### config.mk
export PLATFORM = sky130hd
export DESIGN_NAME = msi_l1_ctrl
export DESIGN_NICKNAME = d
export VERILOG_FILES = /design/src/rtl/msi_pkg.sv /design/src/rtl/msi_fifo.sv /design/src/rtl/msi_lines.sv /design/src/rtl/msi_engine.sv /design/src/rtl/msi_l1_ctrl.sv
export SDC_FILE = /design/constraint.sdc
export NUM_CORES = 1
export LEC_CHECK = 0
export ABC_AREA = 1
export BUFFER_PORTS_ARGS = -buffer_cell sky130_fd_sc_hd__buf_2
export CORE_ASPECT_RATIO = 1.5
export CORE_MARGIN = 5
export CORE_UTILIZATION = 40
export DETAILED_ROUTE_END_ITERATION = 10
export GPL_ROUTABILITY_DRIVEN = 0
export HOLD_SLACK_MARGIN = 0.02
export PLACE_DENSITY = 0.65
export SKIP_CTS_REPAIR_TIMING = 1
export SLEW_MARGIN = 20
export SYNTH_ARGS = -nofsm -noshare
export SYNTH_HDL_FRONTEND = slang
export SYNTH_HIERARCHICAL = 1
export SYNTH_SLANG_ARGS = --single-unit
### constraint.sdc
create_clock -name clk -period 5.6 [get_ports clk]
set_clock_uncertainty 0.15 [all_clocks]
set_input_delay 0.28 -clock clk [delete_from_list [all_inputs] [get_ports clk]]
set_output_delay 0.28 -clock clk [all_outputs]
set_load 0.1 [all_outputs]
### src/rtl/msi_pkg.sv
package msi_pkg;

    localparam int ADDR_W = 8;
    localparam int DATA_W = 16;

    typedef enum logic [1:0] {
        MSI_I = 2'd0,
        MSI_S = 2'd1,
        MSI_M = 2'd2
    } msi_e;

    typedef enum logic {
        MSG_REQ  = 1'b0,
        MSG_RESP = 1'b1
    } kind_e;

    typedef struct packed {
        kind_e              kind;
        logic [ADDR_W-1:0]  addr;
        msi_e               st;
        logic [DATA_W-1:0]  data;
    } coh_msg_t;

    typedef struct packed {
        logic               store;
        logic [ADDR_W-1:0]  addr;
        logic [DATA_W-1:0]  wdata;
    } cpu_op_t;

    typedef struct packed {
        logic  pend;
        msi_e  want;
    } wait_t;

    typedef struct packed {
        logic [ADDR_W-1:0]  owner;
        msi_e               st;
        wait_t              wt;
        logic [DATA_W-1:0]  data;
    } line_t;

    function automatic logic st_above(input msi_e a, input msi_e b);
        return a > b;
    endfunction

    function automatic msi_e eff_state(input line_t l, input logic [ADDR_W-1:0] a);
        return (l.owner == a) ? l.st : MSI_I;
    endfunction

    function automatic coh_msg_t make_resp(input logic [ADDR_W-1:0] a, input msi_e to,
                                           input logic [DATA_W-1:0] d, input msi_e from);
        coh_msg_t m;
        m.kind = MSG_RESP;
        m.addr = a;
        m.st   = to;
        m.data = (from == MSI_M) ? d : '0;
        return m;
    endfunction

    function automatic coh_msg_t make_req(input logic [ADDR_W-1:0] a, input msi_e want);
        coh_msg_t m;
        m.kind = MSG_REQ;
        m.addr = a;
        m.st   = want;
        m.data = '0;
        return m;
    endfunction

endpackage

### src/rtl/msi_fifo.sv
module msi_fifo #(
    parameter int W     = 8,
    parameter int DEPTH = 2
) (
    input  logic         clk,
    input  logic         rst,
    input  logic         push,
    input  logic [W-1:0] din,
    input  logic         pop,
    output logic         full,
    output logic         empty,
    output logic [W-1:0] dout
);
    // DEPTH must be a power of two, at least 2
    localparam int PW = $clog2(DEPTH);

    logic [W-1:0]  mem [DEPTH];
    logic [PW-1:0] rd_ptr, wr_ptr;
    logic [PW:0]   cnt;
    logic          do_push, do_pop;

    assign full    = (cnt == (PW+1)'(DEPTH));
    assign empty   = (cnt == '0);
    assign dout    = mem[rd_ptr];
    assign do_push = push && !full;
    assign do_pop  = pop && !empty;

    always_ff @(posedge clk) begin
        if (do_push) mem[wr_ptr] <= din;
    end

    always_ff @(posedge clk) begin
        if (rst) begin
            rd_ptr <= '0;
            wr_ptr <= '0;
            cnt    <= '0;
        end else begin
            if (do_push) wr_ptr <= wr_ptr + PW'(1);
            if (do_pop)  rd_ptr <= rd_ptr + PW'(1);
            cnt <= cnt + (PW+1)'(do_push) - (PW+1)'(do_pop);
        end
    end
endmodule

### src/rtl/msi_lines.sv
module msi_lines
    import msi_pkg::*;
#(
    parameter int IDX_W = 2,
    localparam int N    = 1 << IDX_W
) (
    input  logic             clk,
    input  logic             rst,
    input  logic             we,
    input  logic [IDX_W-1:0] widx,
    input  line_t            wline,
    output line_t            lines [N]
);
    for (genvar g = 0; g < N; g++) begin : g_line
        line_t q;
        always_ff @(posedge clk) begin
            if (rst)
                q <= '0;
            else if (we && (widx == IDX_W'(g)))
                q <= wline;
        end
        assign lines[g] = q;
    end
endmodule

### src/rtl/msi_engine.sv
module msi_engine
    import msi_pkg::*;
#(
    parameter int IDX_W = 2,
    localparam int N    = 1 << IDX_W
) (
    input  line_t             lines [N],
    input  coh_msg_t          resp_head,
    input  logic              resp_empty,
    input  coh_msg_t          req_head,
    input  logic              req_empty,
    input  cpu_op_t           cpu_head,
    input  logic              cpu_empty,
    input  logic              evict_valid,
    input  logic [ADDR_W-1:0] evict_addr,
    input  logic [1:0]        evict_to,
    input  logic              out_full,
    output logic              resp_pop,
    output logic              req_pop,
    output logic              cpu_pop,
    output logic              evict_ready,
    output logic              out_push,
    output coh_msg_t          out_msg,
    output logic              we,
    output logic [IDX_W-1:0]  widx,
    output line_t             wline,
    output logic              cpu_rsp_valid,
    output logic              cpu_rsp_store,
    output logic [DATA_W-1:0] cpu_rsp_rdata
);
    line_t rs_line, rq_line, ev_line, cp_line;
    msi_e  rs_cur, rq_cur, ev_cur, cp_cur, cp_want, ev_to;
    logic  rq_reply, rq_act, ev_slot, cp_hit;
    logic [IDX_W-1:0] rs_idx, rq_idx, ev_idx, cp_idx;

    always_comb begin
        rs_idx  = resp_head.addr[IDX_W-1:0];
        rq_idx  = req_head.addr[IDX_W-1:0];
        ev_idx  = evict_addr[IDX_W-1:0];
        cp_idx  = cpu_head.addr[IDX_W-1:0];
        rs_line = lines[rs_idx];
        rq_line = lines[rq_idx];
        ev_line = lines[ev_idx];
        cp_line = lines[cp_idx];
        rs_cur  = eff_state(rs_line, resp_head.addr);
        rq_cur  = eff_state(rq_line, req_head.addr);
        ev_cur  = eff_state(ev_line, evict_addr);
        cp_cur  = eff_state(cp_line, cpu_head.addr);
        ev_to   = msi_e'(evict_to);
        // a downgrade needing a reply waits for outgoing room; a drop never waits
        rq_reply = st_above(rq_cur, req_head.st);
        rq_act   = !req_empty && (!rq_reply || !out_full);
        ev_slot  = resp_empty && !rq_act && !out_full;
        cp_want  = cpu_head.store ? MSI_M : MSI_S;
        cp_hit   = cpu_head.store ? (cp_cur == MSI_M) : (cp_cur != MSI_I);
    end

    assign evict_ready = ev_slot;

    always_comb begin
        resp_pop      = 1'b0;
        req_pop       = 1'b0;
        cpu_pop       = 1'b0;
        out_push      = 1'b0;
        out_msg       = '0;
        we            = 1'b0;
        widx          = '0;
        wline         = '0;
        cpu_rsp_valid = 1'b0;
        cpu_rsp_store = 1'b0;
        cpu_rsp_rdata = '0;

        if (!resp_empty) begin
            // grant from parent: always accepted
            resp_pop = 1'b1;
            we       = 1'b1;
            widx     = rs_idx;
            wline    = rs_line;
            if (rs_cur == MSI_I) wline.data = resp_head.data;
            wline.owner = resp_head.addr;
            wline.st    = resp_head.st;
            wline.wt    = '0;
        end else if (rq_act) begin
            req_pop = 1'b1;
            if (rq_reply) begin
                out_push = 1'b1;
                out_msg  = make_resp(req_head.addr, req_head.st, rq_line.data, rq_cur);
                we       = 1'b1;
                widx     = rq_idx;
                wline    = rq_line;
                wline.st = req_head.st;
            end
        end else if (evict_valid && ev_slot) begin
            if (!ev_line.wt.pend && st_above(ev_cur, ev_to)) begin
                out_push = 1'b1;
                out_msg  = make_resp(evict_addr, ev_to, ev_line.data, ev_cur);
                we       = 1'b1;
                widx     = ev_idx;
                wline    = ev_line;
                wline.st = ev_to;
            end
        end else if (!cpu_empty) begin
            if (cp_hit) begin
                cpu_pop       = 1'b1;
                cpu_rsp_valid = 1'b1;
                cpu_rsp_store = cpu_head.store;
                if (cpu_head.store) begin
                    we         = 1'b1;
                    widx       = cp_idx;
                    wline      = cp_line;
                    wline.data = cpu_head.wdata;
                end else begin
                    cpu_rsp_rdata = cp_line.data;
                end
            end else if (!cp_line.wt.pend && !out_full) begin
                we    = 1'b1;
                widx  = cp_idx;
                wline = cp_line;
                out_push = 1'b1;
                if ((cp_line.owner != cpu_head.addr) && (cp_line.st != MSI_I)) begin
                    // conflict: give up the old owner first
                    out_msg  = make_resp(cp_line.owner, MSI_I, cp_line.data, cp_line.st);
                    wline.st = MSI_I;
                end else begin
                    out_msg     = make_req(cpu_head.addr, cp_want);
                    wline.owner = cpu_head.addr;
                    wline.st    = cp_cur;
                    wline.wt    = '{pend: 1'b1, want: cp_want};
                end
            end
        end
    end
endmodule

### src/rtl/msi_l1_ctrl.sv
module msi_l1_ctrl
    import msi_pkg::*;
#(
    parameter int IDX_W  = 2,
    parameter int QDEPTH = 2
) (
    input  logic              clk,
    input  logic              rst,
    input  logic              cpu_req_valid,
    output logic              cpu_req_ready,
    input  logic              cpu_req_store,
    input  logic [ADDR_W-1:0] cpu_req_addr,
    input  logic [DATA_W-1:0] cpu_req_wdata,
    output logic              cpu_rsp_valid,
    output logic              cpu_rsp_store,
    output logic [DATA_W-1:0] cpu_rsp_rdata,
    input  logic              evict_valid,
    output logic              evict_ready,
    input  logic [ADDR_W-1:0] evict_addr,
    input  logic [1:0]        evict_to,
    output logic              up_valid,
    input  logic              up_ready,
    output logic              up_is_resp,
    output logic [ADDR_W-1:0] up_addr,
    output logic [1:0]        up_state,
    output logic [DATA_W-1:0] up_data,
    input  logic              dn_valid,
    output logic              dn_ready,
    input  logic              dn_is_resp,
    input  logic [ADDR_W-1:0] dn_addr,
    input  logic [1:0]        dn_state,
    input  logic [DATA_W-1:0] dn_data
);
    localparam int N     = 1 << IDX_W;
    localparam int MSG_W = $bits(coh_msg_t);
    localparam int OP_W  = $bits(cpu_op_t);

    cpu_op_t  cpu_in, cpu_head;
    coh_msg_t dn_msg, resp_head, req_head, out_msg, up_msg;
    logic [OP_W-1:0]  cpu_dout;
    logic [MSG_W-1:0] resp_dout, req_dout, up_dout;
    logic cpu_full, cpu_empty, cpu_pop;
    logic resp_full, resp_empty, resp_pop;
    logic req_full, req_empty, req_pop;
    logic out_full, out_empty, out_push;
    logic we;
    logic [IDX_W-1:0] widx;
    line_t wline;
    line_t line_q [N];
    logic chk_req_push, chk_any_pend;

    assign cpu_in  = '{store: cpu_req_store, addr: cpu_req_addr, wdata: cpu_req_wdata};
    assign dn_msg  = '{kind: kind_e'(dn_is_resp), addr: dn_addr, st: msi_e'(dn_state), data: dn_data};
    assign cpu_req_ready = !cpu_full;
    assign dn_ready      = dn_is_resp ? !resp_full : !req_full;

    msi_fifo #(.W(OP_W), .DEPTH(QDEPTH)) i_cpu_q (
        .clk, .rst, .push(cpu_req_valid), .din(cpu_in), .pop(cpu_pop),
        .full(cpu_full), .empty(cpu_empty), .dout(cpu_dout));

    msi_fifo #(.W(MSG_W), .DEPTH(QDEPTH)) i_resp_q (
        .clk, .rst, .push(dn_valid && dn_is_resp), .din(dn_msg), .pop(resp_pop),
        .full(resp_full), .empty(resp_empty), .dout(resp_dout));

    msi_fifo #(.W(MSG_W), .DEPTH(QDEPTH)) i_req_q (
        .clk, .rst, .push(dn_valid && !dn_is_resp), .din(dn_msg), .pop(req_pop),
        .full(req_full), .empty(req_empty), .dout(req_dout));

    msi_fifo #(.W(MSG_W), .DEPTH(QDEPTH)) i_up_q (
        .clk, .rst, .push(out_push), .din(out_msg), .pop(up_valid && up_ready),
        .full(out_full), .empty(out_empty), .dout(up_dout));

    assign cpu_head  = cpu_op_t'(cpu_dout);
    assign resp_head = coh_msg_t'(resp_dout);
    assign req_head  = coh_msg_t'(req_dout);
    assign up_msg    = coh_msg_t'(up_dout);

    assign up_valid   = !out_empty;
    assign up_is_resp = (up_msg.kind == MSG_RESP);
    assign up_addr    = up_msg.addr;
    assign up_state   = up_msg.st;
    assign up_data    = up_msg.data;

    msi_lines #(.IDX_W(IDX_W)) i_lines (
        .clk, .rst, .we, .widx, .wline, .lines(line_q));

    msi_engine #(.IDX_W(IDX_W)) i_engine (
        .lines(line_q), .resp_head, .resp_empty, .req_head, .req_empty,
        .cpu_head, .cpu_empty, .evict_valid, .evict_addr, .evict_to, .out_full,
        .resp_pop, .req_pop, .cpu_pop, .evict_ready, .out_push, .out_msg,
        .we, .widx, .wline, .cpu_rsp_valid, .cpu_rsp_store, .cpu_rsp_rdata);

    // observation points for the bound checker
    assign chk_req_push = out_push && (out_msg.kind == MSG_REQ);
    always_comb begin
        chk_any_pend = 1'b0;
        for (int i = 0; i < N; i++) chk_any_pend = chk_any_pend | line_q[i].wt.pend;
    end
endmodule

==> metrics, run 1 <==
initial antenna violation count 1; slowest stage cell on the critical path buf_4; initial core utilization 40.24%; vias in the first global route 17,220; I/O Pins 117; synthesis-to-layout area growth 14.10%; Tmin final 5.336 ns; worst min path class primary input to flip-flop; Hold Startpoint dn_valid; first-pass GRT wire length 97,410 um; remaining antenna violation count 0; total gr overflow 0; max-slew violation count 0; Total GRT Usage 23.74%; # port buffers 116; Core Rows 98; DRC 0; synth warn 6; status completed; CTS clock-pin slew for the worst setup and hold paths 0.06 ns; CTS Buf Count 35; Worst Path Required 5.17 ns; Logic pwr share 50.4%; Pint 5801 uW; NetSw 5439 uW; Setup-failing EPs final 0; VDD IR max 353.5 uV; Fin Hold WS 0.008769 ns; Via Count 18,040; Chip Width 188.6 um; pre-CTS WS 0.4742 ns; DPL Wire Length 45,180 um; sequential power share 29.5%; # nets final 2,712; Max Fanout on Critical Path 23; hold path cells 5; H-tree Lvls 2; delay of the slowest critical-path stage 0.43 ns; DRT Wirelength 64,590 um; DR WL/cell 19.82 um; Net Sw Frac 48.39%; Skew-Pair Late Insertion Delay 0.54 ns; Net Count, Synth 2,619; Cell Chain, Critical Path mux2_4 > inv_1 > buf_4 > a21oi_1 > o21ai_1 > nand2_1 > nand4_1 > nor3_1 > nand2_1 > nor3_4 > ha_1 > inv_1 > o21bai_1 > nand2_1 > o21ai_4 > inv_2 > nor2_4 > nand2_2 > nor2_2 > inv_1 > nor2_4 > nand2_4 > nor2_2 > buf_12; Max Root-Sink Buffers 3; TritonCTS clock tree built; CP endpoint kind output pin; share of layout cells above drive strength 1 14.04%; largest net degree at the start of global routing 75; Leak 0.009780 uW; slew margin rel. 32.32%; Clock power frac 20.1%; Synth Cell Area 19,140 um^2; cell count after synthesis 2,539; syn_area_per_cell 7.540 um^2; setup slack after layout 0.2640 ns; critical setup path kind flip-flop to output pin; Worst Tran Pin Value 1.015 ns; period utilisation layout 95.28%; Pwr per Cell Area 514.5 nW/um^2; signal arrival time at the worst endpoint 4.91 ns; via/cell ratio 5.535; height of the chip 277.9 um; startpoint types flip-flop; # fillers 4,596; DR pass1 iterations 6; endpoints failing hold 0; register area 7848 um^2; DR iter-0 viols 1,803; CTS Sinks 304; DIE AREA 52,430 um^2; Worst R2R Path Depth 26; core box area 47,580 um^2; Final Util 45.92%; Root Buffer clkbuf_16; MaxCap Viol Count 0; multi-input combinational cell area 9166 um^2; Highest Clock Rate 187.4 MHz
## metrics by stage
| step | instance area (um^2) | TNS (ns) | power (uW) | instances |
|---|---|---|---|---|
| global route | 21840 | -0.008851 | 11880 | 3257 |
| finish | 21840 | 0 | 11240 | 3259 |
| detailed placement | 20170 | 0 | 8845 | 3142 |
| global placement | 20170 | 0 | 8719 | 3142 |
| CTS | 21280 | 0 | 11110 | 3204 |
| floorplan | 19140 | 0 | 7502 | 2539 |
## power groups by stage
stage	sequential (uW)	clock (uW)	combinational, uW
3_5_place_dp	3340	0	5500
2_1_floorplan	3190	0	4310
3_3_place_gp	3320	0	5400
4_1_cts	3300	2290	5520
6_report	3310	2260	5670
5_1_grt	3360	2380	6140
## final cells by class
| type | instances | area share [%] |
|---|---|---|
| multi-input cells | 1753 | 41.96 |
| flip-flops and latches | 304 | 35.92 |
| repair buffers | 209 | 7.881 |
| inverters | 329 | 5.699 |
| clock buffers | 47 | 4.456 |
| well taps | 600 | 3.437 |
| clock inverters | 15 | 0.6186 |
| diodes | 2 | 0.02291 |
## per-layer routing
metal,up-vias,track usage (%),routed length [um]
met5,-,0,0
met3,339,3.839,4796
li1,8415,-,-
met2,926,41.63,31840
met4,0,18.94,6312
met1,8357,25.10,21640
## worst max-delay path, delay by kind of cell (launching register included)
kind                       cells  cell delay [ns]
buffers and inverters          6             1.06
muxes                          1             0.32
AOI/OAI and AO/OA              4             0.55
and+or+nand+nor               12             1.71
DFF                            1             0.39
adders and majority gates      1             0.31
## registers in the layout, indices dropped and copies added, names as in the netlist, 2 cells and up, named ones only
| register | cells |
|---|---|
| i_resp_q/mem | 52 |
| i_cpu_q/mem | 50 |
| i_up_q/mem | 54 |
| i_resp_q/cnt | 2 |
| i_req_q/mem | 20 |
| i_up_q/cnt | 2 |
| i_req_q/cnt | 2 |
| i_cpu_q/cnt | 2 |
| i_lines/lines | 108 |
## cells in the final DEF (no fill, tap or decap), types with 11 or more instances in the layout
cell	instances
a32oi_1	15
ha_1	12
buf_2	97
buf_4	38
inv_1	317
nor2_1	314
dfxtp_1	128
o21ai_1	22
o21ai_0	111
edfxtp_1	176
clkbuf_16	37
nand3b_1	47
o221ai_1	15
nand3_1	161
nand3_2	26
nand4_1	19
mux2_4	67
mux2_2	21
dlygate4sd3_1	53
nand2_2	14
buf_12	21
a21oi_1	162
xor2_1	11
nand2_1	661
## path summary, 6_finish.rpt
path | endpoint | slack, ns
setup / recovery | cpu_rsp_rdata[0] | 0.26
hold / removal | i_resp_q/wr_ptr$_SDFFE_PP0P_ | 0.009
setup reg to reg | i_lines/lines[97]$_SDFFE_PP0P_ | 0.60
hold reg to reg | flip-flop | 0.36
Note: power is estimated with default switching activity, not from simulation.
==> inputs of run 2 (changes only) <==
Settings changed: CTS_BUF_LIST set to sky130_fd_sc_hd__clkbuf_4 sky130_fd_sc_hd__clkbuf_8.
==> metrics, run 2 (synthesis gave the netlist of run 1 again) <==
via/cell ratio 5.487 (was 5.535); # port buffers 116 (unchanged); DRT Wirelength 64,600 um (was 64,590 um); max-slew violation count 0 (unchanged); Pwr per Cell Area 504.8 nW/um^2 (was 514.5 nW/um^2); Max Fanout on Critical Path 23 (unchanged); remaining antenna violation count 0 (unchanged); Tmin final 5.226 ns (was 5.336 ns); setup slack after layout 0.3736 ns (was 0.2640 ns); period utilisation layout 93.33% (was 95.28%); multi-input combinational cell area 9185 um^2 (was 9166 um^2); share of layout cells above drive strength 1 15.42% (was 14.04%); Worst Path Required 5.17 ns (about the same); H-tree Lvls 2 (unchanged); slew margin rel. 31.09% (was 32.32%); register area 7848 um^2 (unchanged); RSZ-0062 raised after global routing no; core box area 47,580 um^2 (unchanged); DRC 0 (unchanged); vias in the first global route 17,310 (was 17,220); final cell count without fillers 3,299 (was 3,259); Cell Chain, Critical Path mux2_4 > inv_1 > buf_4 > a21oi_1 > o21ai_1 > nand2_1 > nand4_1 > nor3_1 > nand2_1 > nor3_4 > ha_1 > inv_1 > o21bai_1 > nand2_1 > o21ai_2 > inv_2 > nor2_4 > nand2_2 > nor2_2 > inv_1 > nor2_4 > nand2_8 > nor2_2 > buf_12 (was mux2_4 > inv_1 > buf_4 > a21oi_1 > o21ai_1 > nand2_1 > nand4_1 > nor3_1 > nand2_1 > nor3_4 > ha_1 > inv_1 > o21bai_1 > nand2_1 > o21ai_4 > inv_2 > nor2_4 > nand2_2 > nor2_2 > inv_1 > nor2_4 > nand2_4 > nor2_2 > buf_12); height of the chip 277.9 um (unchanged); MaxCap Viol Count 0 (unchanged); DR WL/cell 19.58 um (was 19.82 um); CTS Buf Count 51 (was 35); Via Count 18,100 (was 18,040); TritonCTS clock tree built (unchanged); # fillers 4,588 (was 4,596); critical setup path kind flip-flop to output pin (unchanged); Highest Clock Rate 191.3 MHz (was 187.4 MHz); total gr overflow 0 (unchanged); delay of the slowest critical-path stage 0.42 ns (was 0.43 ns); Worst Path Buf+Inv 6 (unchanged); CP endpoint kind output pin (unchanged); worst min path class primary input to flip-flop (unchanged); Chip Width 188.6 um (unchanged); signal arrival time at the worst endpoint 4.80 ns (was 4.91 ns); DPL Wire Length 45,180 um (unchanged); Skew-Pair Late Insertion Delay 0.62 ns (was 0.54 ns); largest net degree at the start of global routing 75 (unchanged); slowest stage cell on the critical path buf_4 (unchanged); VDD IR max 362.9 uV (was 353.5 uV); Core Rows 98 (unchanged); status completed (unchanged); # nets final 2,734 (was 2,712); I/O Pins 117 (unchanged); Max Root-Sink Buffers 3 (unchanged); commonest non-fill, non-tap cell in the layout nand2_1 (unchanged); placed cell count 3,142 (unchanged); pre-CTS WS 0.4742 ns (unchanged); initial antenna violation count 2 (was 1); Worst Tran Pin Value 1.034 ns (was 1.015 ns); setup TNS 0 ns (unchanged); startpoint types flip-flop (unchanged); CTS clock-pin slew for the worst setup and hold paths 0.07 ns (was 0.06 ns); DR pass1 iterations 9 (was 6); endpoints failing hold 0 (unchanged); Root Buffer clkbuf_8 (was clkbuf_16); DR iter-0 viols 1,833 (was 1,803); number of flip-flops in the largest register 108 (unchanged); DIE AREA 52,430 um^2 (unchanged); synthesis-to-layout area growth 14.19% (was 14.10%); initial core utilization 40.24% (unchanged); family with the most delay on the worst path simple AND/OR/NAND/NOR gates (unchanged); Final Util 45.95% (was 45.92%); Setup-failing EPs final 0 (unchanged); most frequent cells in the layout 661 x nand2_1, 317 x inv_1, 309 x nor2_1 (was 661 x nand2_1, 317 x inv_1, 314 x nor2_1); CTS Sinks 304 (unchanged); first-pass GRT wire length 97,280 um (was 97,410 um); Leak 0.009819 uW (was 0.009780 uW); Total GRT Usage 23.64% (was 23.74%)
-- run 2: worst register-to-register path, delay by kind of cell, from the launching register on --
kind	cells	cell delay (ns)
muxes	1	0.32
AOI/OAI and AO/OA	4	0.59
buffers and inverters	9	1.19
and+or+nand+nor	15	1.55
DFF	1	0.39
adders and majority gates	3	0.71
-- run 2: layout make-up --
cell class / instances / area share, %
clock inverters: 24 / 0.7612
well taps: 600 / 3.434
inverters: 329 / 5.683
multi-input cells: 1753 / 42.02
flip-flops and latches: 304 / 35.90
diodes: 2 / 0.02289
clock buffers: 72 / 4.046
repair buffers: 215 / 8.139
-- run 2: per-stage QoR --
| step | area (um^2) | hold WS [ns] | power (uW) |
|---|---|---|---|
| 2_1_floorplan | 19140 | 0.2012 | 7502 |
| 3_3_place_gp | 20170 | 0.3174 | 8719 |
| 3_5_place_dp | 20170 | 0.3211 | 8845 |
| 4_1_cts | 21220 | -0.3345 | 10920 |
| 5_1_grt | 21860 | 0.06988 | 11690 |
| 6_report | 21860 | 0.07664 | 11040 |
-- run 2: worst paths after layout --
check | start | end | slack [ns] | cells past startpoint
worst max-delay path | flip-flop | cpu_rsp_rdata[5] | 0.37 | 24
worst min-delay path | evict_addr[2] | i_up_q/mem[1][20]$_DFFE_PP_ | 0.08 | 5
worst max register to register | flip-flop | i_cpu_q/cnt[1]$_SDFF_PP0_ | 0.62 | 32
worst min register to register | i_up_q/rd_ptr$_SDFFE_PP0P_ | flip-flop | 0.36 | 2
-- run 2: power breakdown --
group | leakage (uW) | switching (uW) | total, uW | internal [uW]
sequential | 0.00268 | 387 | 3310 | 2930
combinational | 0.00659 | 4110 | 5670 | 1560
clock | 0.000549 | 941 | 2060 | 1120
total | 0.00982 | 5440 | 11000 | 5600
-- run 2: layer usage --
metal  GRT usage [%]  up-vias  part of all wire (%)
met2           41.29      955                    49
met3           3.877      324                   7.2
met1           24.88     8344                    34
met4           19.42        0                   9.7
li1                -     8477                     -
met5               0        -                     0
